===== src/rtl/win_pkg.sv =====
package win_pkg;

  typedef enum logic {
    WS_IDLE = 1'b0,
    WS_OPEN = 1'b1
  } win_state_e;

  function automatic int unsigned cnt_width(input int unsigned limit);
    return (limit < 2) ? 1 : $clog2(limit + 1);
  endfunction

endpackage


===== src/rtl/win_rst_sync.sv =====
module win_rst_sync #(
  parameter int unsigned STAGES = 2
) (
  input  logic clk_i,
  input  logic rst_ni,
  output logic rst_no
);

  logic [STAGES-1:0] chain_q;

  always_ff @(posedge clk_i or negedge rst_ni) begin
    if (!rst_ni) chain_q <= '0;
    else         chain_q <= {chain_q[STAGES-2:0], 1'b1};
  end

  assign rst_no = chain_q[STAGES-1];

endmodule


===== src/rtl/win_timer.sv =====
module win_timer #(
  parameter int unsigned WIN_LEN = 5,
  parameter int unsigned CNT_W   = win_pkg::cnt_width(WIN_LEN)
) (
  input  logic clk_i,
  input  logic rst_ni,
  input  logic load_i,
  input  logic adv_i,
  output logic expire_o
);

  localparam logic [CNT_W-1:0] LimitVal = CNT_W'(WIN_LEN);
  localparam logic [CNT_W-1:0] FirstVal = CNT_W'(1);

  logic [CNT_W-1:0] cnt_q, cnt_d;
  logic             cnt_en;

  assign cnt_en = load_i | adv_i;

  always_comb begin
    cnt_d = cnt_q;
    if (load_i)     cnt_d = FirstVal;
    else if (adv_i) cnt_d = cnt_q + FirstVal;
  end

  always_ff @(posedge clk_i or negedge rst_ni) begin
    if (!rst_ni)     cnt_q <= '0;
    else if (cnt_en) cnt_q <= cnt_d;
  end

  assign expire_o = (cnt_q == LimitVal);


  cnt_in_range_chk: assert property (@(posedge clk_i) disable iff (!rst_ni)
    cnt_q <= LimitVal);


  adv_below_limit_chk: assert property (@(posedge clk_i) disable iff (!rst_ni)
    adv_i |-> !expire_o);

endmodule


===== src/rtl/win_ctrl.sv =====
module win_ctrl
  import win_pkg::*;
(
  input  logic clk_i,
  input  logic rst_ni,
  input  logic start_i,
  input  logic end_i,
  input  logic expire_i,
  output logic load_o,
  output logic adv_o,
  output logic busy_o,
  output logic pass_o,
  output logic fail_o,
  output logic overlap_o
);

  win_state_e state_q, state_d;
  logic pass_q, pass_d, fail_q, fail_d, ovl_q, ovl_d;

  always_comb begin
    state_d = state_q;
    pass_d  = 1'b0;
    fail_d  = 1'b0;
    ovl_d   = 1'b0;
    load_o  = 1'b0;
    adv_o   = 1'b0;
    unique case (state_q)
      WS_IDLE: begin
        if (start_i) begin
          state_d = WS_OPEN;
          load_o  = 1'b1;
        end
      end
      WS_OPEN: begin
        ovl_d = start_i;
        if (end_i) begin
          pass_d  = 1'b1;
          state_d = WS_IDLE;
        end else if (expire_i) begin
          fail_d  = 1'b1;
          state_d = WS_IDLE;
        end else begin
          adv_o = 1'b1;
        end
      end
      default: state_d = WS_IDLE;
    endcase
  end

  always_ff @(posedge clk_i or negedge rst_ni) begin
    if (!rst_ni) begin
      state_q <= WS_IDLE;
      pass_q  <= 1'b0;
      fail_q  <= 1'b0;
      ovl_q   <= 1'b0;
    end else begin
      state_q <= state_d;
      pass_q  <= pass_d;
      fail_q  <= fail_d;
      ovl_q   <= ovl_d;
    end
  end

  assign busy_o    = (state_q == WS_OPEN);
  assign pass_o    = pass_q;
  assign fail_o    = fail_q;
  assign overlap_o = ovl_q;


  busy_from_start_chk: assert property (@(posedge clk_i) disable iff (!rst_ni)
    $rose(busy_o) |-> $past(start_i));


  pass_needs_end_chk: assert property (@(posedge clk_i) disable iff (!rst_ni)
    pass_o |-> ($past(end_i) && $past(busy_o) && !busy_o));


  fail_clears_busy_chk: assert property (@(posedge clk_i) disable iff (!rst_ni)
    fail_o |-> (!busy_o && $past(busy_o) && !$past(end_i)));


  overlap_when_busy_chk: assert property (@(posedge clk_i) disable iff (!rst_ni)
    overlap_o |-> ($past(busy_o) && $past(start_i)));


  idle_end_ignored_chk: assert property (@(posedge clk_i) disable iff (!rst_ni)
    (!busy_o && end_i && !start_i) |=> (!pass_o && !busy_o));


  verdict_excl_chk: assert property (@(posedge clk_i) disable iff (!rst_ni)
    !(pass_o && fail_o));

endmodule


===== src/rtl/strobe_window_mon.sv =====
module strobe_window_mon #(
  parameter int unsigned WIN_LEN = 5
) (
  input  logic clk_i,
  input  logic rst_ni,
  input  logic start_i,
  input  logic end_i,
  output logic busy_o,
  output logic pass_o,
  output logic fail_o,
  output logic overlap_o
);

  localparam int unsigned CntW = win_pkg::cnt_width(WIN_LEN);

  logic rst_sync_n;
  logic load, adv, expire;

  win_rst_sync #(.STAGES(2)) u_rst (
    .clk_i  (clk_i),
    .rst_ni (rst_ni),
    .rst_no (rst_sync_n)
  );

  win_timer #(.WIN_LEN(WIN_LEN), .CNT_W(CntW)) u_timer (
    .clk_i    (clk_i),
    .rst_ni   (rst_sync_n),
    .load_i   (load),
    .adv_i    (adv),
    .expire_o (expire)
  );

  win_ctrl u_ctrl (
    .clk_i     (clk_i),
    .rst_ni    (rst_sync_n),
    .start_i   (start_i),
    .end_i     (end_i),
    .expire_i  (expire),
    .load_o    (load),
    .adv_o     (adv),
    .busy_o    (busy_o),
    .pass_o    (pass_o),
    .fail_o    (fail_o),
    .overlap_o (overlap_o)
  );

endmodule


===== config.mk =====
export PLATFORM = sky130hd
export DESIGN_NAME = strobe_window_mon
export DESIGN_NICKNAME = d
export VERILOG_FILES = /design/src/rtl/win_pkg.sv /design/src/rtl/win_rst_sync.sv /design/src/rtl/win_timer.sv /design/src/rtl/win_ctrl.sv /design/src/rtl/strobe_window_mon.sv
export SDC_FILE = /design/constraint.sdc
export NUM_CORES = 1
export LEC_CHECK = 0
export BUFFER_PORTS_ARGS = -buffer_cell sky130_fd_sc_hd__buf_2
export CAP_MARGIN = 20
export CORE_MARGIN = 4
export CORE_UTILIZATION = 25
export DETAILED_ROUTE_END_ITERATION = 8
export SYNTH_ARGS = -nofsm -noshare
export SYNTH_HDL_FRONTEND = slang
export SYNTH_HIERARCHICAL = 1
export SYNTH_SLANG_ARGS = --single-unit

===== constraint.sdc =====
create_clock -name clk_i -period 0.8 [get_ports clk_i]
set_input_delay 0.08 -clock clk_i [delete_from_list [all_inputs] [get_ports clk_i]]
set_output_delay 0.08 -clock clk_i [all_outputs]
set_load 0.1 [all_outputs]

==> summary.md, run 1 <==
| Metric | Value |
|---|---|
| Outcome | finished, violations left |
| Failing checks | negative setup slack |
| CTS root buffer | clkbuf_4 |
| Gr busiest metal | met2 |
| Comb power frac | a little over 50% |
| Setup Skew | slightly below 0.005 ns |
| Setup ws final | -0.599 ns |
| DRT iter0 DRCs | 0 |
| Met2 Track Usage GR | about 17% |
| Ant. Diodes | 0 |
| Max clock buf depth | 2 |
| Post-synthesis sequential area ratio | approximately 62% |
| Max cap viols | 0 |
| HP Class | in -> reg |
| Inserted Clock Buffers | 3 |
| Global-route wire length before repair | between 1000 and 1500 um |
| Mapped cell area | ~360 sq um |
| H-Tree Depth | 1 |
| CTS sink count | 9 |
| Post-Synthesis Cells | 27 |
| Switching power | 762 uW |
| Final WL | about 780 um |
| Rows | 13 |
| Most frequent cells in the layout | buf_4 (5), dfrtp_1 (5), buf_12 (4) |
| RSZ-0062 raised after global routing | yes |
| Worst reg-to-reg path cell count | 6 |
| Met3 Track Usage GR | 4.69% |
| Grt met1 use | a little under a tenth |
| Reg clk slew, reported paths | about 0.070 ns |
| Switching part of the total power | between 30% and 40% |
| CP required | roughly 0.94 ns |
| Number of I/O pins | 8 |
| Fin. Hold Viols | 0 |
| Mapped Avg Cell Area | roughly 13 sq um |
| Final-stage net count | 54 |
| Post-detail-place hpwl | ~640 um |
| Setup crit end kind | register |
| Arrival @ worst endpoint | 1.54 ns |
| Final period utilization | 175% |
| Filler instances | between 100 and 150 |
| # setup viols final | 11 |
| Area Growth Syn to Fin | 67.2% |
| Leak | 0.282 nW |
| Drt pass-1 iters | 1 |
| Total number of vias | about 260 |
| Initial Utilization | a little over a quarter |
| Die Height | between 40 and 50 um |
| Mapped Nets | 33 |
| Initial antenna violation count | 0 |
| Largest net degree at the start of global routing | 8 |
| Power Density | approximately 3400 nW/um^2 |
| Worst setup SP type | register |
| Largest family of logic cells by synthesized area | simple AND/OR/NAND/NOR gates |
| Post-synthesis cell type count | 17 |
| Die Wd | between 40 and 50 um |
| Post-synthesis xor/xnor area fraction | 2.41% |
| Total die area | 2120 sq um |
| Adder-cell share of the synthesized area | around 6.9% |
| Post-place setup slack | -0.600 ns |
| WL per Instance | 12.6 um |
| Gr ovfl total | 0 |
| Highest Clock Rate | 715 MHz |
| Pins over their slew limit | 0 |
| Reg power frac | roughly a third |
| Routability congestion estimate | between 0.7 and 0.8 |
| Hold Crit Depth | 2 |
| Antenna Nets Post-Route | 0 |
| Clock network fraction of design power | 17.0% |
| DRC | 0 |
| Synth warn | 6 |
| Ratio of cells with drive above 1 in the final layout | 63.8% |
| Pint | approximately 1.3 mW |
| Worst skew pair latency | ~0.26 ns |
| Post-synthesis mux area share | 0% |
| Compound-Gate Fraction of Synth Area | under 10% |
| Period minus WS final | roughly 1.4 ns |
| Core Box Area | around 1300 sq um |
| Critical setup path kind | reg -> reg |
| Yosys reg bits | 9 |
| GRT Resource Usage Total | approximately 9.7% |
| Drt via density | 4.24 |
| Simple-gate share of the synthesized area | roughly a fifth |
| Total power | approximately 2.1 mW |
| Port buffer count | 7 |
| CTS tree | built |
| Vias in the first global route | just under 300 |
| Max IR drop VDD | between 0.001 and 0.0015 V |
| CP max FO | 6 |
## cell type report
type,count,area [sq um],area share [%]
clock buffer,3,22.5,3.71
timing repair buffer,16,176,29.1
sequential,9,233,38.4
tap,15,18.8,3.09
inverter,1,3.75,0.619
multi-input combinational,17,148,24.3
clock inverter,1,5.00,0.825
## layer usage
metal,vias up,share of wire (%)
met4,0,0
met1,132,32
met2,6,62
li1,125,-
met3,0,5.6
met5,-,0
## what timing repair did
| item | CTS | global route |
|---|---|---|
| hold endpoints to repair | 2 | 0 |
| hold buffers | 1 | 0 |
| pin swaps | 5 | 7 |
| endpoints found under the setup margin | 11 | 11 |
| resized for setup | 5 | 0 |
| setup buffers | 1 | 1 |
## synth_stat cells
cell / count / area share [%]
nor3b_2: 1 / 3.4
a21oi_1: 1 / 1.4
nand2b_1: 1 / 1.7
conb_1: 1 / 1.0
a21bo_2: 1 / 2.8
inv_1: 1 / 1.0
nand3b_1: 1 / 2.1
nor2b_1: 1 / 1.7
ha_1: 2 / 6.9
and3b_2: 1 / 2.8
or2_1: 1 / 1.7
and2_2: 2 / 4.1
nor2_1: 1 / 1.0
xnor2_1: 1 / 2.4
and2_1: 1 / 1.7
a211oi_1: 1 / 2.1
dfrtp_1: 9 / 62
## path summary, 6_finish.rpt
kind                                   from                to  slack (ns)
hold reg to reg            u_rst/chain_q[1]     u_ctrl/busy_o        0.11
hold / removal                      start_i  u_ctrl/overlap_o        0.06
setup reg to reg           u_timer/cnt_q[1]  u_timer/cnt_q[0]       -0.60
setup / recovery           u_timer/cnt_q[1]  u_timer/cnt_q[0]       -0.60
min in group asynchronous  u_rst/chain_q[1]     u_ctrl/busy_o        0.11
max in group asynchronous  u_rst/chain_q[1]     u_ctrl/busy_o        0.44
## stage by stage
| stage | cells | hold slack (ns) | TNS (ns) | cell area, sq um | utilization [%] |
|---|---|---|---|---|---|
| 3_5_place_dp | 55 | -0.133 | -2.64 | 541 | 40.5 |
| 6_report | 62 | 0.0565 | -3.28 | 607 | 45.5 |
| 4_1_cts | 61 | 0.0497 | -3.35 | 599 | 44.9 |
| 3_3_place_gp | 55 | -0.134 | -2.26 | 541 | 40.5 |
| 2_1_floorplan | 27 | -0.216 | -2.30 | 382 | - |
| 5_1_grt | 62 | 0.0429 | -3.71 | 607 | 45.5 |
## cells by family (layout without fill, tap and decap cells)
logic type,after synthesis,after routing
adder cells (fa/ha/maj),2,2
buffers and inverters,1,21
XOR/XNOR,1,1
AND/OR/NAND/NOR,10,10
flip-flops,9,9
other,1,1
AO/OA/AOI/OAI,3,3
## power groups by stage
| stage | combinational [mW] | clock [mW] | sequential, mW |
|---|---|---|---|
| floorplan | 0.271 | 0 | 0.908 |
| global placement | 0.873 | 0 | 0.650 |
| detailed placement | 0.950 | 0 | 0.659 |
| CTS | 1.02 | 0.368 | 0.656 |
| global route | 1.10 | 0.402 | 0.668 |
| finish | 1.05 | 0.348 | 0.653 |
## critical path, cell delays in order, from the launching register on
cell and delay (ns):
dfrtp_1 0.34, inv_1 0.05, ha_2 0.17, and2_4 0.14, nor3b_4 0.33, xnor2_1 0.17, nand2b_1 0.08
## registers in the layout, summed over array words and instances (netlist names)
name and count:
u_ctrl/busy_o 1, u_ctrl/fail_o 1, u_ctrl/overlap_o 1, u_ctrl/pass_o 1
u_rst/chain_q 2, u_timer/cnt_q 3
No activity file was read; power rests on OpenSTA's default activity.
==> inputs of run 2 (changes only) <==
Settings changed: CORE_MARGIN 4 to default, GPL_ROUTABILITY_DRIVEN from default to 1.
==> run 2 against run 1 <==
Net effect: highest routed layer unchanged; register-to-register slack barely moved; cell count rose by 1.6%; final area grew 2.9%; combinational power rose by 8%; largest cell class unchanged; worst hold slack improved by 0.016 ns; the run still ends with negative setup slack left.
==> summary.md, run 2 (same netlist as run 1, synthesis figures left out) <==
| Metric | Value |
|---|---|
| Outcome | finished, violations left |
| Failing checks | negative setup slack |
| Reg clk slew, reported paths | 0.06 ns |
| DR top layer | met3 |
| Top Registers | u_timer/cnt_q (3), u_rst/chain_q (2) |
| Filler instances | between 100 and 150 |
| Total number of vias | between 200 and 300 |
| Final Util | between 40 and 50% |
| Fin. Hold Viols | 0 |
| Most frequent cells in the layout | buf_4 (7), dfrtp_1 (5), buf_12 (4) |
| Non-Filler Instances | 63 |
| Routability congestion estimate | 0.647 |
| Area of the multi-input gates | 163 sq um |
| Die Height | between 40 and 50 um |
| Worst reg-to-reg path cell count | 5 |
| Flip-flop and latch area | 233 sq um |
| CTS sink count | 9 |
| Worst setup SP type | register |
| Max cap viols | 0 |
| Rows | 13 |
| Hold Crit Depth | 2 |
| Leak | around 0.29 nW |
| WL per Instance | 12.0 um |
| Ant. Diodes | 0 |
| Drt via density | roughly 4.2 |
| Largest register FFs | 3 |
| # setup viols final | 11 |
| Inserted Clock Buffers | 3 |
| Fin Setup TNS | -3.42 ns |
| R2r endpoint | u_timer/cnt_q[2] |
| DRT iter0 DRCs | 4 |
| Pins over their slew limit | 0 |
| Port buffer count | 7 |
| Flop-to-flop setup slack | -0.60 ns |
| CTS tree | built |
| Die Wd | roughly 40 um |
| GRT Resource Usage Total | between 10% and 20% |
| Final-stage net count | 55 |
| HP Class | in -> reg |
| Number of I/O pins | 8 |
| Highest Clock Rate | a little over 700 MHz |
| Cell Area, Placed | between 500 and 600 sq um |
| Largest net degree at the start of global routing | 8 |
| Wire length on met2 | approximately 440 um |
| CTS root buffer | clkbuf_4 |
| WHS Endpoint | u_ctrl/overlap_o |
| Global-route wire length before repair | about 1300 um |
| Routed length on met3 | between 40 and 50 um |
| Hold WS | 0.0728 ns |
| Core Box Area | 1320 sq um |
| Total power | roughly 2.1 mW |
| Arrival @ worst endpoint | approximately 1.5 ns |
| Setup crit end kind | register |
| CP required | roughly 0.94 ns |
| RR Startpoint | u_timer/cnt_q[0] |
| Area Growth Syn to Fin | 72.1% |
| Drt pass-1 iters | 2 |
| Post-place setup slack | -0.621 ns |
| Gr ovfl total | 0 |
| Hold Crit Start | start_i |
| Commonest non-fill, non-tap cell in the layout | buf_4 |
| Period minus WS final | 1.40 ns |
| CP max FO | 6 |
| Critical setup path kind | reg -> reg |
| Antenna Nets Post-Route | 0 |
| Most flops, register | u_timer/cnt_q |
| Ratio of cells with drive above 1 in the final layout | 66.7% |
| Cells after DPL | 54 |
| DRC | 0 |
| Max clock buf depth | 2 |
| Initial antenna violation count | 0 |
| RSZ-0062 raised after global routing | yes |
| H-Tree Depth | 1 |
| Finished Cell Area | ~620 sq um |
| Power Density | roughly 3400 nW/um^2 |
| Worst skew pair latency | 0.26 ns |
| Max IR drop VDD | ~0.0014 V |
| M1 WL | 270 um |
| Final WL | 755 um |
| Total die area | around 1600 sq um |
| Vias in the first global route | around 360 |
| Initial Utilization | around 28% |
| Setup Skew | between 0.01 and 0.015 ns |
| Setup ws final | -0.597 ns |
| Final period utilization | 175% |
[run 2: report_power, final]
part           total [mW]  switching, mW  internal (mW)
sequential          0.670         0.0940          0.576
combinational        1.13          0.544          0.588
clock               0.346          0.154          0.192
[run 2: how the worst max path moves through the flow]
| stage | slack, ns | to | cells past startpoint | startpoint |
|---|---|---|---|---|
| floorplan | -0.48 | u_timer/cnt_q[2] | 5 | u_timer/cnt_q[0] |
| global placement | -0.50 | u_timer/cnt_q[2] | 6 | u_timer/cnt_q[1] |
| detailed placement | -0.62 | u_timer/cnt_q[1] | 6 | u_timer/cnt_q[1] |
| CTS | -0.56 | u_timer/cnt_q[1] | 6 | u_timer/cnt_q[1] |
| global route | -0.69 | u_timer/cnt_q[0] | 5 | u_timer/cnt_q[0] |
| finish | -0.60 | u_timer/cnt_q[2] | 5 | u_timer/cnt_q[0] |
[run 2: what timing repair did]
action,in CTS,in global routing
gates resized for setup,5,2
pin swaps,3,6
setup endpoints to repair,11,11
hold buffers,1,0
hold endpoints to repair,2,0
setup buffers,4,0
[run 2: cell type report]
cell class | instances | area share [%]
clock buffer | 4 | 4.21
inverter | 1 | 0.601
multi-input combinational | 17 | 26.1
sequential | 9 | 37.3
tap | 15 | 3.01
timing repair buffer | 17 | 28.9
[run 2: worst max-delay path: stages, from the launching register on]
cell and delay, ns:
dfrtp_1 0.41, ha_4 0.17, and2_4 0.14, nor3b_4 0.31
a21bo_2 0.19, a21oi_1 0.06
[run 2: metal layers]
metal	global-route usage (%)	up-vias
li1	-	127
met5	0	-
met3	5.00	0
met1	10.9	133
met4	10.3	0
met2	26.2	7
==> inputs of run 3 (changes only) <==
Settings changed: PLACE_DENSITY_LB_ADDON from default to 0.3.
==> run 3 against run 2 <==
Net effect: the run still ends with negative setup slack left; core utilization up 1.4 points; sequential share of layout area down 1.1 points; routed wire length up 3.0%; worst hold slack better by 0.0033 ns; combinational power up 5%; first-iteration DRC count up 100%; register-to-register slack better by 0.04 ns; flip-flop and latch count unchanged; non-clock buffer count up 2; critical path type unchanged; critical endpoint unchanged; largest power group unchanged; highest routed layer is now met4.
==> summary.md, run 3 (same netlist as run 1, synthesis figures left out) <==
| Metric | Value |
|---|---|
| Leak | ~0.30 nW |
| Max stage delay on crit path | 0.34 ns |
| Largest delay share family, worst path | simple AND/OR/NAND/NOR gates |
| Pins over their slew limit | 0 |
| Fin Setup TNS | -3.34 ns |
| RR Startpoint | u_timer/cnt_q[1] |
| Reg clk slew, reported paths | roughly 0.060 ns |
| Highest Clock Rate | between 700 and 800 MHz |
| Cells after DPL | 54 |
| Total number of vias | approximately 270 |
| Critical path origin | u_timer/cnt_q[1] |
| Critical setup path kind | reg -> reg |
| Die Height | between 40 and 50 um |
| Finished Cell Area | about 640 sq um |
| R2r endpoint | u_timer/cnt_q[2] |
| Worst skew pair latency | 0.26 ns |
| Most frequent cells in the layout | buf_4 (6), buf_6 (5), dfrtp_1 (5) |
| Worst reg-to-reg path cell count | 7 |
| Outcome | finished, violations left |
| Flop-to-flop setup slack | -0.56 ns |
| Max clock buf depth | 2 |
| Worst path depth | 7 |
| Largest register FFs | 3 |
| RSZ-0062 raised after global routing | yes |
| Final WL | roughly 780 um |
| DRT iter0 DRCs | 8 |
| Global-route wire length before repair | between 1000 and 1500 um |
| Rows | 13 |
| Total power | 2.18 mW |
| Commonest non-fill, non-tap cell in the layout | buf_4 |
| Max cap viols | 0 |
| Max IR drop VDD | about 0.0014 V |
| Failing checks | negative setup slack |
| GRT Resource Usage Total | about an eighth |
| Slowest CP cell | dfrtp_1 |
| Final-stage net count | 57 |
| Cell Area, Placed | 533 sq um |
| CP Cell Sequence | inv_1, ha_2, and2_4, nor3b_4, buf_6, a21bo_2, a21oi_1 |
| CTS root buffer | clkbuf_4 |
| Initial Utilization | around 28% |
| Power Density | approximately 3400 nW/um^2 |
| Port buffer count | 7 |
| # setup viols final | 11 |
| Antenna Nets Post-Route | 0 |
| Total die area | approximately 1600 sq um |
| Area Growth Syn to Fin | 77.2% |
| Setup ws final | -0.556 ns |
| Core Box Area | 1320 sq um |
| Routability congestion estimate | between 0.7 and 0.8 |
| Arrival @ worst endpoint | about 1.5 ns |
| Worst setup SP type | register |
| Die Wd | 40.1 um |
| CTS tree | built |
| Inserted Clock Buffers | 3 |
| CP max FO | 5 |
| Fin. Hold Viols | 0 |
| Most flops, register | u_timer/cnt_q |
| Number of I/O pins | 8 |
| Final period utilization | 169% |
| Post-place setup slack | -0.613 ns |
| WL per Instance | 12.0 um |
| Largest net degree at the start of global routing | 8 |
| Drt via density | a little over 4 |
| Drt pass-1 iters | 4 |
| Crit path buffers/inverters | 2 |
| CP endpoint | u_timer/cnt_q[2] |
| Setup crit end kind | register |
| DRC | 0 |
| Top Registers | u_timer/cnt_q (3), u_rst/chain_q (2) |
| CTS sink count | 9 |
| Ratio of cells with drive above 1 in the final layout | between 60 and 70% |
| Setup Skew | around 0.0044 ns |
| CP required | between 0.9 and 1 ns |
| Ant. Diodes | 0 |
| Gr ovfl total | 0 |
| Non-Filler Instances | 65 |
| Period minus WS final | roughly 1.4 ns |
| H-Tree Depth | 1 |
| Post-detail-place hpwl | slightly above 500 um |
| Vias in the first global route | 318 |
| HP Class | in -> reg |
| Initial antenna violation count | 0 |
-- run 3: repair_timing --
item / CTS / global route
buffers inserted: 3 / 3
endpoints found under the hold margin: 2 / 0
endpoints found under the setup margin: 11 / 11
pin swaps: 2 / 3
hold buffers: 1 / 0
resized for setup: 5 / 3
gates cloned: 0 / 0
-- run 3: per-stage QoR --
step                utilization, %  hold WS (ns)
finish                        48.8        0.0761
global route                  48.8        0.0613
CTS                           46.0        0.0505
detailed placement            40.5        -0.134
global placement              40.5        -0.137
floorplan                        -        -0.216
-- run 3: where the power goes --
group          internal [mW]  leakage, nW  switching, mW  total, mW
clock network          0.192       0.0150          0.156      0.348
logic                  0.643        0.181          0.546       1.19
registers              0.576        0.107         0.0712      0.647
-- run 3: worst register-to-register path: cells and delay by family (launching register included) --
family	cells	cell delay [ns]
fa+ha+maj	1	0.17
buf+inv	2	0.20
compound gates	2	0.16
flops	1	0.34
simple gates	2	0.36
-- run 3: area by class of cell --
| class | instances | area, sq um |
|---|---|---|
| clock buffer | 4 | 26.3 |
| fill | 123 | 674 |
| inverter | 1 | 3.75 |
| multi-input combinational | 17 | 155 |
| sequential | 9 | 233 |
| tap | 15 | 18.8 |
| timing repair buffer | 19 | 206 |
-- run 3: metal layers --
layer / up-vias / share of wire, % / wire length [um] / track usage [%]
met2: 5 / 58 / 453 / 23.8
li1: 133 / - / - / -
met3: 2 / 3.3 / 26 / 3.33
met4: 0 / 0.77 / 6 / 10.3
met1: 128 / 38 / 292 / 11.9
met5: - / 0 / 0 / 0
-- run 3: worst min path at each step --
stage,startpoint,endpoint,depth (start not counted)
detailed placement,rst_ni,u_rst/chain_q[0],1
global placement,rst_ni,u_rst/chain_q[1],1
CTS,start_i,u_ctrl/overlap_o,2
finish,start_i,u_ctrl/overlap_o,2
global route,start_i,u_ctrl/overlap_o,2
floorplan,rst_ni,u_rst/chain_q[0],0
